## src/rtl/cart_map_pkg.sv

```systemverilog
package cart_map_pkg;
  typedef enum logic [1:0] {
    CYC_IDLE  = 2'd0,
    CYC_READ  = 2'd1,
    CYC_WRITE = 2'd2
  } bus_cyc_e;

  function automatic bus_cyc_e classify_cycle(input logic rd_wr_n, input logic e);
    if (!e)           return CYC_IDLE;
    else if (rd_wr_n) return CYC_READ;
    else              return CYC_WRITE;
  endfunction
endpackage

```

## src/rtl/cart_soft_switch.sv

```systemverilog
module cart_soft_switch #(
  parameter int unsigned ADDR_W   = 16,
  parameter int unsigned SET_ADDR = 'hFFBF,
  parameter int unsigned CLR_ADDR = 'hFFBE
) (
  input  logic              clk,
  input  logic              rst_n,
  input  logic              wr_strobe,
  input  logic [ADDR_W-1:0] addr,
  output logic              state
);
  localparam logic [ADDR_W-1:0] SET_A = ADDR_W'(SET_ADDR);
  localparam logic [ADDR_W-1:0] CLR_A = ADDR_W'(CLR_ADDR);

  logic hit_set, hit_clr;
  assign hit_set = wr_strobe && (addr == SET_A);
  assign hit_clr = wr_strobe && (addr == CLR_A);

  always_ff @(posedge clk or negedge rst_n) begin
    if (!rst_n)       state <= 1'b0;
    else if (hit_set) state <= 1'b1;
    else if (hit_clr) state <= 1'b0;
  end

  // a qualified write to the set address turns the switch on
  p_set_r2: assert property (@(posedge clk) disable iff (!rst_n)
    (wr_strobe && addr == SET_A) |=> state);
  // a qualified write to the clear address turns it off
  p_clear_r3: assert property (@(posedge clk) disable iff (!rst_n)
    (wr_strobe && addr == CLR_A) |=> !state);
  // without a qualified write to either address the switch holds
  p_hold_r10: assert property (@(posedge clk) disable iff (!rst_n)
    !(wr_strobe && (addr == SET_A || addr == CLR_A)) |=> $stable(state));
endmodule

```

## src/rtl/cart_addr_decode.sv

```systemverilog
module cart_addr_decode #(
  parameter int unsigned ADDR_W  = 16,
  parameter int unsigned OFS_W   = 15,
  parameter int unsigned RAM_LO  = 'h8000,
  parameter int unsigned RAM_HI  = 'hFEFF
) (
  input  logic              clk,
  input  logic              rst_n,
  input  logic [ADDR_W-1:0] addr,
  input  logic              ext_on,
  input  logic              all_ram_map,
  input  logic              wr_data_phase,
  output logic              cs_n,
  output logic              we_n,
  output logic              dis_n,
  output logic [OFS_W-1:0]  ofs
);
  localparam logic [ADDR_W-1:0] LO_A = ADDR_W'(RAM_LO);
  localparam logic [ADDR_W-1:0] HI_A = ADDR_W'(RAM_HI);

  logic in_window, sel;
  assign in_window = (addr >= LO_A) && (addr <= HI_A);
  assign sel       = ext_on && !all_ram_map && in_window;

  assign cs_n  = !sel;
  assign dis_n = !sel;
  assign we_n  = !(sel && wr_data_phase);
  assign ofs   = OFS_W'(addr - LO_A);

  // nothing below the window is ever claimed
  p_no_low_claim_r5: assert property (@(posedge clk) disable iff (!rst_n)
    (addr < LO_A) |-> cs_n);
  // the I/O page above the window is never claimed
  p_no_io_claim_r4: assert property (@(posedge clk) disable iff (!rst_n)
    (addr > HI_A) |-> cs_n);
  // map type 1 keeps the block silent
  p_maptype_inhibit_r6: assert property (@(posedge clk) disable iff (!rst_n)
    all_ram_map |-> (cs_n && dis_n));
  // the internal disable follows the chip-select
  p_dis_follows_cs_r7: assert property (@(posedge clk) disable iff (!rst_n)
    (cs_n == dis_n));
  // a write strobe only appears inside a selected cycle
  p_we_qual_r8: assert property (@(posedge clk) disable iff (!rst_n)
    !we_n |-> (!cs_n && wr_data_phase));
endmodule

```

## src/rtl/cart_map_ctrl.sv

```systemverilog
module cart_map_ctrl #(
  parameter int unsigned ADDR_W  = 16,
  parameter int unsigned OFS_W   = 15,
  parameter int unsigned RAM_LO  = 'h8000,
  parameter int unsigned RAM_HI  = 'hFEFF,
  parameter int unsigned EXT_SET = 'hFFBF,
  parameter int unsigned EXT_CLR = 'hFFBE,
  parameter int unsigned MT_SET  = 'hFFDF,
  parameter int unsigned MT_CLR  = 'hFFDE
) (
  input  logic              clk,
  input  logic              rst_n,
  input  logic [ADDR_W-1:0] bus_addr,
  input  logic              bus_rd_wr_n,
  input  logic              bus_e,
  output logic              ram_cs_n,
  output logic              ram_we_n,
  output logic [OFS_W-1:0]  ram_addr,
  output logic              int_dis_n
);
  import cart_map_pkg::*;

  bus_cyc_e cyc;
  logic     wr_phase;
  logic     ext_flag, map_type;

  assign cyc      = classify_cycle(bus_rd_wr_n, bus_e);
  assign wr_phase = (cyc == CYC_WRITE);

  cart_soft_switch #(.ADDR_W(ADDR_W), .SET_ADDR(EXT_SET), .CLR_ADDR(EXT_CLR)) u_ext_sw (
    .clk(clk), .rst_n(rst_n), .wr_strobe(wr_phase), .addr(bus_addr), .state(ext_flag)
  );

  cart_soft_switch #(.ADDR_W(ADDR_W), .SET_ADDR(MT_SET), .CLR_ADDR(MT_CLR)) u_mt_sw (
    .clk(clk), .rst_n(rst_n), .wr_strobe(wr_phase), .addr(bus_addr), .state(map_type)
  );

  cart_addr_decode #(.ADDR_W(ADDR_W), .OFS_W(OFS_W), .RAM_LO(RAM_LO), .RAM_HI(RAM_HI)) u_dec (
    .clk(clk), .rst_n(rst_n), .addr(bus_addr), .ext_on(ext_flag), .all_ram_map(map_type),
    .wr_data_phase(wr_phase), .cs_n(ram_cs_n), .we_n(ram_we_n), .dis_n(int_dis_n), .ofs(ram_addr)
  );

  // the first edge after reset still sees both flags clear
  p_reset_clear_r1: assert property (@(posedge clk) disable iff (!rst_n)
    $rose(rst_n) |-> (!ext_flag && !map_type));
  // a cycle outside the data phase never moves the external flag
  p_no_edge_write_r10: assert property (@(posedge clk) disable iff (!rst_n)
    !bus_e |=> $stable(ext_flag));
endmodule

```

## config.mk

```make
export PLATFORM = sky130hd
export DESIGN_NAME = cart_map_ctrl
export DESIGN_NICKNAME = d
export VERILOG_FILES = /design/src/rtl/cart_map_pkg.sv /design/src/rtl/cart_soft_switch.sv /design/src/rtl/cart_addr_decode.sv /design/src/rtl/cart_map_ctrl.sv
export SDC_FILE = /design/constraint.sdc
export NUM_CORES = 1
export LEC_CHECK = 0
export BUFFER_PORTS_ARGS = -buffer_cell sky130_fd_sc_hd__buf_4
export CORE_AREA = 2 2 39 41
export CTS_BUF_LIST = sky130_fd_sc_hd__clkbuf_16
export DETAILED_ROUTE_END_ITERATION = 10
export DIE_AREA = 0 0 41 43
export PLACE_DENSITY_LB_ADDON = 0.2
export SYNTH_ARGS = -nofsm -noshare
export SYNTH_HDL_FRONTEND = slang
export SYNTH_SLANG_ARGS = --single-unit
```

## constraint.sdc

```tcl
create_clock -name clk -period 1.84 [get_ports clk]
set_clock_uncertainty 0.05 [all_clocks]
set_input_delay 0.368 -clock clk [delete_from_list [all_inputs] [get_ports clk]]
set_output_delay 0.368 -clock clk [all_outputs]
set_load 0.005 [all_outputs]
```

# Yosys cells after proc, flatten, opt, wreduce, memory -nomap -nowiden
# Cells that the tools add are included.
[op_classes] n_addsub=1 n_lt_le_gt_ge=2 eq_ne=5 muxes=6 n_reduce_logical=13
[ops] operator="equality test 16 bit (second input constant)" count=4
[ops] operator="greater-or-equal comparator 16 bit (second input constant)" count=1
[ops] operator="less-or-equal comparator 16 bit (second input constant)" count=1
[ops] operator="subtractor 15 x 1 -> 15 bit (second input constant)" count=1
[ops] operator="logical AND 1 bit" count=8
[ops] operator="2-to-1 mux 1 bit" count=4
[ops] operator="2-to-1 mux 2 bit" count=2
[ops] operator="nonzero test 2 bit" count=2
[ops] operator="zero test 1 bit" count=3
[ops] operator="equality test 2 bit (second input constant)" count=1
[totals] reg_bits=2 inputBits=20 output_inout_bits=18 wordCells=29

# Longest topological paths before layout
# Gate-level depths: netlist of the first run.
[logic_depth] word_depth=6 depth_mapped=4 depth_no_buf=4

# Cells and area by module
# From an unflattened synthesis of the first run, not the netlist that was laid out.
[hier_totals] cells_unflattened=36 area_unflattened_um2=320.3
[modules_own_cells] mod="cart_addr_decode" instances=1 cells_each=21 area_each_um2=153.9 seq_area_each_um2=0.0
[modules_own_cells] mod="cart_soft_switch" instances=2 cells_each=7 area_each_um2=76.3 seq_area_each_um2=25.0
[modules_own_cells] mod="cart_map_ctrl" instances=1 cells_each=1 area_each_um2=13.8 seq_area_each_um2=0.0

# Worst setup path before layout of the first run
# OpenSTA, ideal clock, no wires.
[synth_path] path_kind="input port to output port" start="input bus_addr[14]" end="output ram_we_n" arrival_ns=1.136 required_ns=1.422 setup_slack_ns=0.286 stages=3 path_cell_list="nand4_1 > o2111ai_1 > or3b_2"
[synth_between] elab_chain_cells=5 word_cells_on_any_way=6 classes_between="order compare: 2; reduce/logical: 4"
[synth_lines] item="from (decl)" line_no="cart_map_ctrl.sv:13" text="input logic [ADDR_W-1:0] bus_addr,"
[synth_lines] item="greater-or-equal comparator 16 bit / less-or-equal comparator 16 bit (equally long branches)" line_no="cart_addr_decode.sv:22" text="assign in_window = (addr >= LO_A) && (addr <= HI_A);"
[synth_lines] item="logical AND 1 bit (*)" line_no="cart_addr_decode.sv:22"
[synth_lines] item="logical AND 1 bit (*)" line_no="cart_addr_decode.sv:23" text="assign sel = ext_on && !all_ram_map && in_window;"
[synth_lines] item="logical AND 1 bit (*)" line_no="cart_addr_decode.sv:27" text="assign we_n = !(sel && wr_data_phase);"
[synth_lines] item="zero test 1 bit (*)" line_no="cart_addr_decode.sv:27"
[synth_lines] item="to (decl)" line_no="cart_map_ctrl.sv:17" text="output logic ram_we_n,"
# Mark *: on every way between the ends. The rest lies on a longest branch, timed or not.

# Worst setup path in the final report of the first run
[layout_path] start="register u_mt_sw.state" end="output ram_we_n"
[layout_between] elab_chain_cells=5
[layout_lines] item="from (decl)" line_no="cart_soft_switch.sv:10" text="output logic state"
[layout_lines] item="from (signal assigned)" line_no="cart_soft_switch.sv:20" text="if (!rst_n) state <= 1'b0;"
[layout_lines] item="from (signal assigned)" line_no="cart_soft_switch.sv:21" text="else if (hit_set) state <= 1'b1;"
[layout_lines] item="from (signal assigned)" line_no="cart_soft_switch.sv:22" text="else if (hit_clr) state <= 1'b0;"
[layout_lines] item="zero test 1 bit" line_no="cart_addr_decode.sv:23"
[layout_lines] item="logical AND 1 bit (2 in a row)" line_no="cart_addr_decode.sv:23"
[layout_lines] item="logical AND 1 bit" line_no="cart_addr_decode.sv:27"
[layout_lines] item="zero test 1 bit" line_no="cart_addr_decode.sv:27"
# Every way passes these cells.

==> results of run 1 <==
## state kept, by name, summed over array words and instances (netlist names)
name and cells:
u_ext_sw.state 1, u_mt_sw.state 1
## area by class of cell
class / count / area [sq um] / area share
Inverter: 1 / 3.75 / 0.00688
Tap cell: 16 / 20.0 / 0.0367
Sequential cell: 2 / 50.0 / 0.0917
Timing Repair Buffer: 40 / 303 / 0.555
Multi-Input combinational cell: 11 / 93.8 / 0.172
Clock buffer: 3 / 75.1 / 0.138
## metrics by stage
stage	hold WS [ps]	setup slack [ps]	power [mW]	cell area [sq um]
floorplan	22.4	286	0.0747	268
global placement	103	73.1	0.114	460
global route	340	5.74	0.460	546
CTS	334	57.5	0.446	546
finish	334	76.7	0.439	546
detailed placement	102	64.2	0.114	460
## cells in the final DEF, fill, tap and decap left out
master | netlist | layout
mux2_1 | 2 | 2
buf_4 | 16 | 39
clkbuf_16 | 0 | 3
inv_1 | 1 | 1
o2111ai_1 | 1 | 1
nor4_2 | 1 | 1
nand4_1 | 2 | 2
dlygate4sd3_1 | 0 | 1
nand3_1 | 1 | 1
or3b_2 | 1 | 1
nand3b_1 | 2 | 2
nand4b_1 | 1 | 1
dfrtp_1 | 2 | 2
## metal layers
layer | vias to the layer above | global-route usage | wire (um)
met5 | - | 0 | 0
met4 | 0 | 0.0800 | 0
met3 | 0 | 0.0209 | 119
met2 | 22 | 0.141 | 354
met1 | 127 | 0.0895 | 239
li1 | 149 | - | -
## synth_stat cells
| cell type | instances | area (sq um) |
|---|---|---|
| buf_4 | 16 | 120 |
| dfrtp_1 | 2 | 50.1 |
| inv_1 | 1 | 3.75 |
| mux2_1 | 2 | 22.5 |
| nand3_1 | 1 | 5.00 |
| nand3b_1 | 2 | 15.0 |
| nand4_1 | 2 | 12.5 |
| nand4b_1 | 1 | 8.76 |
| nor4_2 | 1 | 12.5 |
| o2111ai_1 | 1 | 8.76 |
| or3b_2 | 1 | 8.76 |
## repair_timing
item / in CTS / in global routing
hold buffers: 1 / 0
endpoints found under the hold margin: 2 / 0
endpoints found under the setup margin: 0 / 0
## worst paths after layout
path,from,to
max,u_mt_sw.state$_DFFE_PN0P_,ram_we_n
min,bus_addr[0],u_mt_sw.state$_DFFE_PN0P_
max reg2reg,u_ext_sw.state$_DFFE_PN0P_,u_ext_sw.state$_DFFE_PN0P_
min reg2reg,u_mt_sw.state$_DFFE_PN0P_,u_mt_sw.state$_DFFE_PN0P_
max in group asynchronous,rst_n,u_ext_sw.state$_DFFE_PN0P_
min in group asynchronous,rst_n,u_mt_sw.state$_DFFE_PN0P_
## power by group through the flow
stage	clock network, mW	registers (mW)	logic [mW]
2_1_floorplan	0	0.0448	0.0299
3_3_place_gp	0	0.0448	0.0689
3_5_place_dp	0	0.0448	0.0690
4_1_cts	0.331	0.0444	0.0709
5_1_grt	0.339	0.0443	0.0766
6_report	0.325	0.0444	0.0700
## cells by family (layout without fill, tap and decap cells)
kind of cell,after synthesis,in the layout,share of synthesized area
flops,2,2,0.187
compound gates,1,1,0.0327
simple gates,8,8,0.234
buf+inv,17,44,0.463
mux,2,2,0.0841
==> metrics.txt, run 1 <==
DPL Wire Length 598 um; 1st-pass router iterations 2; CTS Buffer Depth 2; internal power 370 uW; crit path launch type flop; largest net degree at the start of global routing 4; Critical Path AT 1350 ps; Critical Path Sink Type output pin; die area 1760 sq um; Mapped Area 268 sq um; switching share of power 0.157; endpoints failing setup 0; Worst Path Max Fanout 2; vertical die dimension 43 um; Synth Warn # 0; unrepaired setup endpoints after global routing false; post-synthesis register bit count 2; sequential share of the synthesized area 0.187; Max Slew Vio Count 0; setup_tns 0 ps; share of layout cells above drive strength 1 0.772; area delta synth->final 104%; n_diodes 0; R2R cell count 1; Tightest Hold Check Type primary input to flop; final hold vios 0; number of fill cells in the layout 152; Total Wirelength 713 um; clk root buf clkbuf_16; hold depth 2; worst path bufs/invs 2; CTS tree done; Layout Nets 79; placed insts 69; top-level I/O count 38; Cell Pwr Density 805 nW/um^2; max-cap violations 0; GRT overflow 0; CTS clk-pin slew, worst paths 30 ps; Via Count 298; CP max stage delay 450 ps; CTS Buf Count 3; first-pass GRT wire length 1.03 mm; maximum clock rate 0.567 GHz; Post-CTS Setup Bufs 0; Psw 69.0 uW; Initial Utilization 0.193; drt initial violations 3; Reg power frac 0.101; syn avg cell area 8.93 sq um; post-CTS sizing 0; slew margin rel. 0.825; core area 1380 sq um; Clk pwr share 0.739; row cnt 14; I/O Buffers 37; H-tree Lvls 1; Worst VDD drop 0.548 mV; Final Core Density 0.394; vias in the first global route 284; DR vias/cell 4.08; DRC violations left 0; Sink Count 2; fin crit period 1760 ps; crit share post-route 0.958; CP Class flop to output pin; Post-Syn Nets 50; Global Route Usage Sum 0.0892; initial antenna violation count 0; outcome complete, no violations; Worst path top cell family by delay simple AND/OR/NAND/NOR gates; static leakage 0.274 nW; drt wl/cell 9.77 um; crit-path cells inv_1 > o2111ai_1 > or3b_2 > buf_4; Stages on worst setup path 4; Mapped Cells 30; Critical Path RT 1420 ps; Distinct cells, synth 11; clock latency on the worst-skew pair 220 ps; Die X 41 um; CP max-delay cell or3b_2; Worst-Margin Slew 260 ps; GPL Wtd Cong 0.531; Logic pwr share 0.160; non-filler instance count after layout 73; reg2reg setup slack 1000 ps; antenna-violating nets left 0
No activity file was read; power rests on OpenSTA's default activity.
==> inputs of run 2 (changes only) <==
--- a/config.mk
+++ b/config.mk
@@ -8,6 +8,7 @@
 export BUFFER_PORTS_ARGS = -buffer_cell sky130_fd_sc_hd__buf_4
 export CORE_AREA = 2 2 39 41
 export CTS_BUF_LIST = sky130_fd_sc_hd__clkbuf_16
+export CTS_CLUSTER_SIZE = 8
 export DETAILED_ROUTE_END_ITERATION = 10
 export DIE_AREA = 0 0 41 43
 export PLACE_DENSITY_LB_ADDON = 0.2
==> constraint.sdc (replaced) <==
create_clock -name clk -period 1.84 [get_ports clk]
set_clock_uncertainty 0.05 [all_clocks]
set_input_delay 0.368 -clock clk [delete_from_list [all_inputs] [get_ports clk]]
set_output_delay 0.368 -clock clk [all_outputs]
set_load 0.02 [all_outputs]
==> run 2 against run 1 <==
- non-clock buffer count is the same
- largest power group unchanged
- combinational power rose by 30%
- largest cell class unchanged
- register-to-register slack hardly changed
- clock power about the same
- worst setup slack gained 46 ps
- cell count unchanged
- sequential power is essentially flat
- sequential share of layout area about the same
- critical endpoint unchanged
- worst hold slack unchanged
==> metrics.txt, run 2 (synthesis results as in run 1) <==
H-tree Lvls 1; setup_tns 0 ps; Reg power frac 0.096; GPL Wtd Cong 0.531; maximum clock rate 0.582 GHz; Post-CTS Setup Bufs 0; area delta synth->final 105%; CTS Buffer Depth 2; die area 1760 sq um; clock latency on the worst-skew pair 220 ps; number of fill cells in the layout 153; row cnt 14; GRT overflow 0; Worst path top cell family by delay simple AND/OR/NAND/NOR gates; vertical die dimension 43 um; Worst Path Max Fanout 2; Tightest Hold Check Type primary input to flop; CTS clk-pin slew, worst paths 30 ps; switching share of power 0.193; commonest cells after routing, fill and taps aside 39 x buf_4, 3 x clkbuf_16; clk root buf clkbuf_16; vias in the first global route 284; drt initial violations 3; largest net degree at the start of global routing 4; biggest regs u_ext_sw.state (1), u_mt_sw.state (1); Die X 41 um; share of layout cells above drive strength 1 0.772; met1 GRT Util 0.0895; Clk pwr share 0.705; Worst-Margin Slew 260 ps; internal power 371 uW; first-pass GRT wire length 1.03 mm; Critical Path Sink Type output pin; Via Count 299; CP max stage delay 380 ps; crit-path cells inv_1 > o2111ai_1 > or3b_4 > buf_4; 1st-pass router iterations 2; Sink Count 2; hold_ws 334 ps; slew margin rel. 0.825; Critical Path AT 1300 ps; PnR worst setup slack 123 ps; antenna-violating nets left 0; CTS tree done; Psw 88.9 uW; worst path bufs/invs 2; placed insts 69; I/O Buffers 37; DPL Wire Length 598 um; worst slack, placed 41.4 ps; Total Wirelength 714 um; max-cap violations 0; top-level I/O count 38; Global Route met2 Usage 0.141; Worst VDD drop 0.557 mV; DRC violations left 0; drt wl/cell 9.78 um; CP Class flop to output pin; Logic pwr share 0.198; fin crit period 1720 ps; outcome complete, no violations; n_diodes 0; core area 1380 sq um; endpoints failing setup 0; non-filler instance count after layout 73; final hold vios 0; crit path launch type flop; initial antenna violation count 0; Max Slew Vio Count 0; unrepaired setup endpoints after global routing false; crit share post-route 0.933; Cell Pwr Density 840 nW/um^2; DR vias/cell 4.10; Global Route Usage Sum 0.0892; Critical Path RT 1420 ps; Initial Utilization 0.193; met3 Usage GRT 0.0209; commonest non-fill, non-tap cell in the layout buf_4; Layout Nets 79; CP max-delay cell or3b_4; CTS Buf Count 3; Top Usage Layer GRT met2; static leakage 0.275 nW
[run 2: cell type report]
class                      instances  area, sq um  area share
sequential                         2         50.0      0.0913
clock buffer                       3         75.1       0.137
timing repair buffer              40          303       0.553
inverter                           1         3.75     0.00685
multi-input combinational         11         96.3       0.176
tap                               16         20.0      0.0365
[run 2: path summary, 6_finish.rpt]
| path | from | endpoint | slack, ps | cells past startpoint |
|---|---|---|---|---|
| setup / recovery | u_mt_sw.state$_DFFE_PN0P_ | ram_we_n | 120 | 4 |
| hold / removal | bus_addr[0] | u_mt_sw.state$_DFFE_PN0P_ | 330 | 2 |
| setup reg to reg | u_ext_sw.state$_DFFE_PN0P_ | u_ext_sw.state$_DFFE_PN0P_ | 1000 | 1 |
| hold reg to reg | u_mt_sw.state$_DFFE_PN0P_ | u_mt_sw.state$_DFFE_PN0P_ | 440 | 1 |
| max in group asynchronous | rst_n | u_ext_sw.state$_DFFE_PN0P_ | 1230 | 2 |
| min in group asynchronous | rst_n | u_mt_sw.state$_DFFE_PN0P_ | 420 | 2 |
[run 2: power groups by stage]
stage	Sequential [mW]	Combinational, mW	Clock (mW)
5_1_grt	0.0443	0.0977	0.339
3_3_place_gp	0.0448	0.0899	0
2_1_floorplan	0.0448	0.0511	0
3_5_place_dp	0.0448	0.0900	0
6_report	0.0444	0.0912	0.325
4_1_cts	0.0444	0.0919	0.331
[run 2: through the flow]
step / power (mW) / cell area (sq um) / util
global route: 0.481 / 548 / 0.396
CTS: 0.467 / 546 / 0.394
floorplan: 0.0959 / 268 / -
detailed placement: 0.135 / 460 / 0.333
global placement: 0.135 / 460 / 0.333
finish: 0.460 / 548 / 0.396
[run 2: repair_timing]
item	in CTS	in global routing
hold buffers	1	0
endpoints found under the setup margin	0	1
hold endpoints to repair	2	0
resized for setup	0	1
[run 2: routing by layer]
metal / up-vias / routed length [um]
li1: 149 / -
met1: 128 / 239
met2: 22 / 356
met3: 0 / 119
met4: 0 / 0
met5: - / 0
==> inputs of run 3 (changes only) <==
--- a/config.mk
+++ b/config.mk
@@ -7,7 +7,7 @@
 export LEC_CHECK = 0
 export BUFFER_PORTS_ARGS = -buffer_cell sky130_fd_sc_hd__buf_4
 export CORE_AREA = 2 2 39 41
-export CTS_BUF_LIST = sky130_fd_sc_hd__clkbuf_16
+export CTS_BUF_LIST = sky130_fd_sc_hd__clkbuf_2
 export CTS_CLUSTER_SIZE = 8
 export DETAILED_ROUTE_END_ITERATION = 10
 export DIE_AREA = 0 0 41 43
==> run 3 against run 2 <==
- clock power down 79%
- cell count unchanged
- critical endpoint unchanged
- via count unchanged
- sequential share of layout area up 1.1 points
- combinational power about the same
- worst hold slack better by 26 ps
- flip-flop and latch count unchanged
- die area unchanged
- largest power group is now combinational logic
- maximum frequency up 0.63%
==> metrics.txt, run 3 (synthesis results as in run 1) <==
row cnt 14; Total Power 204 uW; CTS clk-pin slew, worst paths 30 ps; Tightest Hold Check Type primary input to flop; Critical Path Sink Type output pin; antenna-violating nets left 0; Final Cell Area 488 sq um; Cell Pwr Density 419 nW/um^2; fin crit period 1710 ps; CTS tree done; I/O Buffers 37; area delta synth->final 82.2%; max-cap violations 0; CTS Buf Count 3; DR vias/cell 4.10; Worst VDD drop 0.251 mV; H-tree Lvls 1; Global Route Usage Sum 0.0882; initial antenna violation count 0; DPL Wire Length 598 um; placed insts 69; unrepaired setup endpoints after global routing false; GRT overflow 0; GPL Wtd Cong 0.531; Worst Path Max Fanout 2; Initial Utilization 0.193; vertical die dimension 43 um; clk root buf clkbuf_2; Total Wirelength 686 um; Critical Path AT 1290 ps; Die X 41 um; Via Count 299; drt initial violations 3; commonest non-fill, non-tap cell in the layout buf_4; crit share post-route 0.927; post-place instance area 460 sq um; Post-CTS Setup Bufs 0; crit path launch type primary input; biggest regs u_ext_sw.state (1), u_mt_sw.state (1); CTS Buffer Depth 2; number of fill cells in the layout 157; outcome complete, no violations; static leakage 0.250 nW; die area 1760 sq um; drt wl/cell 9.40 um; final hold vios 0; slew margin rel. 0.825; largest net degree at the start of global routing 4; clock latency on the worst-skew pair 190 ps; 1st-pass router iterations 2; first-pass GRT wire length 1.01 mm; endpoints failing setup 0; CP Class primary input to output pin; maximum clock rate 0.586 GHz; Layout Nets 79; top-level I/O count 38; commonest cells after routing, fill and taps aside 39 x buf_4, 3 x clkbuf_2; vias in the first global route 282; n_diodes 0; share of layout cells above drive strength 1 0.772; DRC violations left 0; setup_tns 0 ps; Worst-Margin Slew 260 ps; Critical Path RT 1420 ps; Sink Count 2; non-filler instance count after layout 73; core area 1380 sq um; reg2reg setup slack 1020 ps; Max Slew Vio Count 0; hold_ws 360 ps
-- run 3: cell types whose count changed in the layout (fill, tap and decap cells not counted) --
cell,change
clkbuf_2,+3
clkbuf_16,-3
-- run 3: where the power goes --
part           leakage [nW]  switching, mW  internal (mW)
combinational         0.210         0.0406         0.0506
clock                0.0125         0.0256         0.0434
sequential           0.0280     0.00000674         0.0444
total                 0.250         0.0662          0.138
-- run 3: path summary, 6_finish.rpt --
path,cells after the start,to,startpoint
setup / recovery,5,ram_we_n,bus_addr[10]
max in group asynchronous,2,u_mt_sw.state$_DFFE_PN0P_,rst_n
hold / removal,2,u_ext_sw.state$_DFFE_PN0P_,bus_addr[0]
setup reg to reg,1,u_ext_sw.state$_DFFE_PN0P_,u_ext_sw.state$_DFFE_PN0P_
min in group asynchronous,2,u_ext_sw.state$_DFFE_PN0P_,rst_n
hold reg to reg,1,u_mt_sw.state$_DFFE_PN0P_,u_mt_sw.state$_DFFE_PN0P_
-- run 3: routing by layer --
metal	up-vias	GRT usage	part of all wire	routed length, um
li1	150	-	-	-
met1	127	0.0895	0.32	222
met2	22	0.138	0.50	343
met3	0	0.0209	0.17	119
met4	0	0.0800	0	0
met5	-	0	0	0
-- run 3: final cells by class --
| type | instances | area (sq um) | share of cell area |
|---|---|---|---|
| timing repair buffer | 40 | 303 | 0.621 |
| multi-input combinational | 11 | 96.3 | 0.197 |
| sequential | 2 | 50.0 | 0.103 |
| tap | 16 | 20.0 | 0.0410 |
| clock buffer | 3 | 15.0 | 0.0308 |
| inverter | 1 | 3.75 | 0.00769 |
-- run 3: worst max-delay path, cell delays in order --
cell and delay (ps):
buf_4 110, nand4_1 120, o2111ai_1 140, or3b_4 380, buf_4 160
-- run 3: repair_timing --
action	in CTS	in global routing
hold buffers	1	0
resized for setup	0	1
endpoints found under the setup margin	0	1
endpoints found under the hold margin	2	0
-- run 3: through the flow --
step,util,setup slack [ps]
5_1_grt,0.353,63.4
2_1_floorplan,-,15.1
3_5_place_dp,0.333,41.4
4_1_cts,0.351,44.4
6_report,0.353,134
3_3_place_gp,0.333,50.5
